**src/rtl/tsi.sv**
```systemverilog
module tsi #(
  parameter int SLOTS = 32,
  parameter int W = 8,
  localparam int AW = $clog2(SLOTS)
) (
  input  logic          clk,
  input  logic          rst_n,
  input  logic [W-1:0]  in_data,
  input  logic          cfg_we,
  input  logic [AW-1:0] cfg_out_slot,
  input  logic [AW-1:0] cfg_in_slot,
  input  logic          cfg_valid,
  output logic [W-1:0]  out_data,
  output logic          out_frame_start
);
  localparam logic [AW-1:0] LAST = AW'(SLOTS - 1);
  localparam logic [W-1:0] IDLE = '1;

  logic [AW-1:0] slot_cnt;
  logic [SLOTS-1:0][W-1:0] sm;
  logic [SLOTS-1:0][AW-1:0] act_src, pend_src, pend_src_nxt;
  logic [SLOTS-1:0] act_vld, pend_vld, pend_vld_nxt;
  logic [AW-1:0] rd_addr;
  logic rd_vld;
  logic frame_end;

  assign frame_end = (slot_cnt == LAST);
  assign rd_addr = act_src[slot_cnt];
  assign rd_vld = act_vld[slot_cnt];

  for (genvar g = 0; g < SLOTS; g++) begin : g_pend
    logic hit;
    assign hit = cfg_we && (cfg_out_slot == AW'(g));
    assign pend_src_nxt[g] = hit ? cfg_in_slot : pend_src[g];
    assign pend_vld_nxt[g] = hit ? cfg_valid : pend_vld[g];
  end

  always_ff @(posedge clk or negedge rst_n) begin
    if (!rst_n) begin
      slot_cnt <= '0;
      sm <= '0;
      pend_src <= '0;
      pend_vld <= '0;
      act_src <= '0;
      act_vld <= '0;
      out_data <= IDLE;
      out_frame_start <= 1'b0;
    end else begin
      slot_cnt <= frame_end ? '0 : slot_cnt + 1'b1;
      sm[slot_cnt] <= in_data;
      pend_src <= pend_src_nxt;
      pend_vld <= pend_vld_nxt;
      if (frame_end) begin
        act_src <= pend_src_nxt;
        act_vld <= pend_vld_nxt;
      end
      if (!rd_vld)
        out_data <= IDLE;
      else if (rd_addr == slot_cnt)
        out_data <= in_data;
      else
        out_data <= sm[rd_addr];
      out_frame_start <= (slot_cnt == '0);
    end
  end
endmodule

```
**config.mk**
```make
export PLATFORM = sky130hd
export DESIGN_NAME = tsi
export DESIGN_NICKNAME = d
export VERILOG_FILES = /design/src/rtl/tsi.sv
export SDC_FILE = /design/constraint.sdc
export NUM_CORES = 1
export LEC_CHECK = 0
export BUFFER_PORTS_ARGS = -buffer_cell sky130_fd_sc_hd__buf_4
export CAP_MARGIN = 20
export CORE_MARGIN = 1
export CORE_UTILIZATION = 54
export CTS_CLUSTER_SIZE = 12
export DETAILED_ROUTE_END_ITERATION = 16
export GPL_ROUTABILITY_DRIVEN = 0
export PLACE_DENSITY = 0.75
export SETUP_SLACK_MARGIN = 0.3
export SLEW_MARGIN = 30
export SYNTH_ARGS = -nofsm -noshare
export SYNTH_HDL_FRONTEND = slang
export SYNTH_SLANG_ARGS = --single-unit
```
**constraint.sdc**
```tcl
create_clock -name clk -period 8.9 [get_ports clk]
set_clock_uncertainty 0.15 [all_clocks]
set_input_delay 0.89 -clock clk [delete_from_list [all_inputs] [get_ports clk]]
set_output_delay 0.89 -clock clk [all_outputs]
set_load 0.01 [all_outputs]
```
==> summary.md <==
| Metric | Value |
|---|---|
| Status | complete, no violations |
| PD cells | 225 nW/µm² |
| Syn Nets | 2002 |
| Crit Path Max Fanout | 109 |
| Commonest cells after routing, fill and taps aside | 682 x mux2_2, 643 x dfrtp_1, 138 x mux2i_1, 71 x clkbuf_16, 63 x nor2_1 |
| # diodes | 0 |
| Most common cell after layout, fill and taps aside | mux2_2 |
| WL per Instance | 24.1 µm |
| Avg Cell Area, Syn | 14.6 µm² |
| Largest family of logic cells by synthesized area | multiplexers |
| Iteration-0 DRC Markers | 1307 |
| Final nets | 1981 |
| Switching Share | 0.242 |
| Slew HR | 0.310 |
| Setup CP Type | flop to flop |
| Root buffer cell | clkbuf_16 |
| Post-synth EDFFs | 0 |
| Via density per instance | 6.13 |
| Internal | 0.00539 W |
| Min setup slack post-route | 3.83 ns |
| CP arrival | 5.41 ns |
| Placement Setup Slack | 3.87 ns |
| Leakage | 13.8 nW |
| Fin. max-slew vios | 0 |
| H-tree levels | 3 |
| Max-cap viol count | 0 |
| Area grow syn2layout | 9.89% |
| Clock share of power | 0.380 |
| Max Root-Sink Buffers | 3 |
| Synth area leaders | dfrtp_1 56%, mux2_2 27%, mux2i_1 4.8% |
| CTS tree | built |
| Synth Register Bits | 654 |
| Total number of vias | 16415 |
| Net Switching | 0.00172 W |
| Post-detail-place hpwl | 40300 µm |
| Hold buffers post-CTS | 0 |
| Worst reg2reg path depth | 11 |
| Mux share of post-synthesis cell area | 0.340 |
| Later-pin clock latency in the skew report | 0.60 ns |
| Reg clk slew, reported paths | 0.06 ns |
| Largest net degree at the start of global routing | 195 |
| Synth Area in Compound Gates | 0.0311 |
| IO buf count | 30 |
| Routed WL | 64600 µm |
| Gr usage total | 0.248 |
| First drt pass iteration count | 5 |
| DRC Markers | 0 |
| Post-Synth Simple-Gate Area | 0.0333 |
| Fin crit share | 0.569 |
| Synth Instances | 1975 |
| CTS Sinks | 654 |
| Cell taking the most area after synthesis | dfrtp_1 |
| Post-Synth Adder-Cell Area | 0.00218 |
| Die Ht | 233 µm |
| Final hold vios | 0 |
| Via count of the first global-routing pass | 16989 |
| Part of the Yosys area used for sequential elements | 0.570 |
| I/O Pins | 31 |
| CTS resizes | 0 |
| Setup Buffers After CTS | 0 |
| Synth Flop Type | dfrtp_1 |
| Initial core utilization | 0.547 |
| Worst-Margin Slew | 1.03 ns |
| Crit path required time | 9.25 ns |
| Layout cells sized above 1 | 0.440 |
| Die area | 54200 µm² |
| Synth warn | 0 |
| Seq pwr share | 0.491 |
| Die Width | 233 µm |
| Hold Crit Class | input pin to asynchronous set/reset pin |
| Post-route ant nets | 0 |
| Synth unique cells | 58 |
| Row cnt | 84 |
| Share of the synthesized area in the top cell type | 0.562 |
| First-pass GRT wire length | 102000 µm |
| CTS buffer count | 69 |
| Peak VDD IR | 0.200 mV |
| Initial antenna violation count | 0 |
| Post-Synth XOR/XNOR Area | 0.00183 |
| Ys async rst share | 1.00 |
| Core area | 52600 µm² |
| Unrepaired setup endpoints after global routing | false |
| Clock period minus worst slack | 5.07 ns |
| CP Launch Type | flop |
| Final count of negative-setup-slack endpoints | 0 |
| Setup TNS | 0 ns |
| Max frequency | 0.197 GHz |
| Worst setup EP type | flop |
| GRT Residual Overflow | 0 |
| Post-synthesis cell area | 28700 µm² |
| Logic gate share of total power | 0.130 |
state kept, by name, indices dropped and copies added (netlist names):
name,flops
pend_src,160
act_src,160
slot_cnt,5
act_vld,32
pend_vld,32
out_data,8
out_frame_start,1
sm,256
final timing paths:
kind,startpoint,to,slack (ns)
min,rst_n,sm[82]$_DFFE_PN0P_,0.21
min reg2reg,pend_vld[13]$_DFF_PN0_,pend_vld[13]$_DFF_PN0_,0.34
max reg2reg,slot_cnt[0]$_DFF_PN0_,out_data[6]$_DFF_PN1_,3.83
max in group asynchronous,rst_n,pend_vld[15]$_DFF_PN0_,6.32
max,slot_cnt[0]$_DFF_PN0_,out_data[6]$_DFF_PN1_,3.83
min in group clk,pend_vld[13]$_DFF_PN0_,pend_vld[13]$_DFF_PN0_,0.34
metal layers:
| metal | vias up | wire [µm] | GRT usage |
|---|---|---|---|
| li1 | 7148 | - | - |
| met2 | 421 | 30000 | 0.379 |
| met1 | 8730 | 29200 | 0.355 |
| met3 | 116 | 3670 | 0.0496 |
| met4 | 0 | 1770 | 0.0848 |
| met5 | - | 0 | 0 |
metrics by stage:
stage | instance area [µm²] | hold slack [ns] | total power (W) | instances | util
floorplan | 28700 | 0.317 | 0.00413 | 1975 | -
global placement | 29400 | 0.324 | 0.00440 | 2569 | 0.560
detailed placement | 29400 | 0.331 | 0.00445 | 2569 | 0.560
CTS | 31500 | 0.214 | 0.00716 | 2676 | 0.600
global route | 31600 | 0.254 | 0.00740 | 2678 | 0.601
finish | 31600 | 0.209 | 0.00710 | 2678 | 0.601
worst max-delay path, stage by stage (launching register included):
cell       delay [ns]
dfrtp_4          0.81
buf_4            0.74
mux2i_1          0.26
o22ai_1          0.10
o41ai_1          0.72
o311ai_4         0.25
buf_12           0.37
nor2_1           0.58
a22oi_1          0.18
and4b_1          0.21
a2111oi_0        0.42
nor3_1           0.12
area by class of cell:
class | count | area [µm²]
Sequential cell | 654 | 16400
Clock buffer | 100 | 2030
Clock inverter | 7 | 63.8
Multi-Input combinational cell | 1179 | 11800
Fill cell | 3957 | 21000
Tap cell | 688 | 861
Inverter | 5 | 18.8
Timing Repair Buffer | 45 | 443
power groups by stage:
stage,clock (W),combinational [W],sequential (W)
5_1_grt,0.00288,0.000995,0.00352
4_1_cts,0.00275,0.000917,0.00349
6_report,0.00270,0.000921,0.00349
3_3_place_gp,0,0.000882,0.00352
2_1_floorplan,0,0.000651,0.00348
3_5_place_dp,0,0.000911,0.00354
logic make-up after synthesis:
family,after synthesis
flip-flops,654
multiplexers,852
XOR/XNOR,6
adder cells (fa/ha/maj),5
AO/OA/AOI/OAI,120
buffers and inverters,142
AND/OR/NAND/NOR,196
cells in the mapped netlist (7+ instances only):
cell type	instances
buf_2	29
buf_1	12
dfstp_2	8
nand2_1	38
a21oi_1	12
mux4_2	32
nor2b_1	9
mux2i_1	138
o22ai_1	14
a2111oi_0	9
clkbuf_1	87
nor3_1	8
a211oi_1	17
dfrtp_1	646
nand3_1	25
nor2_1	64
a22oi_1	9
mux2_2	682
a221o_1	7
nand2b_1	12
o21ai_0	13
Note: power is estimated with default switching activity, not from simulation.
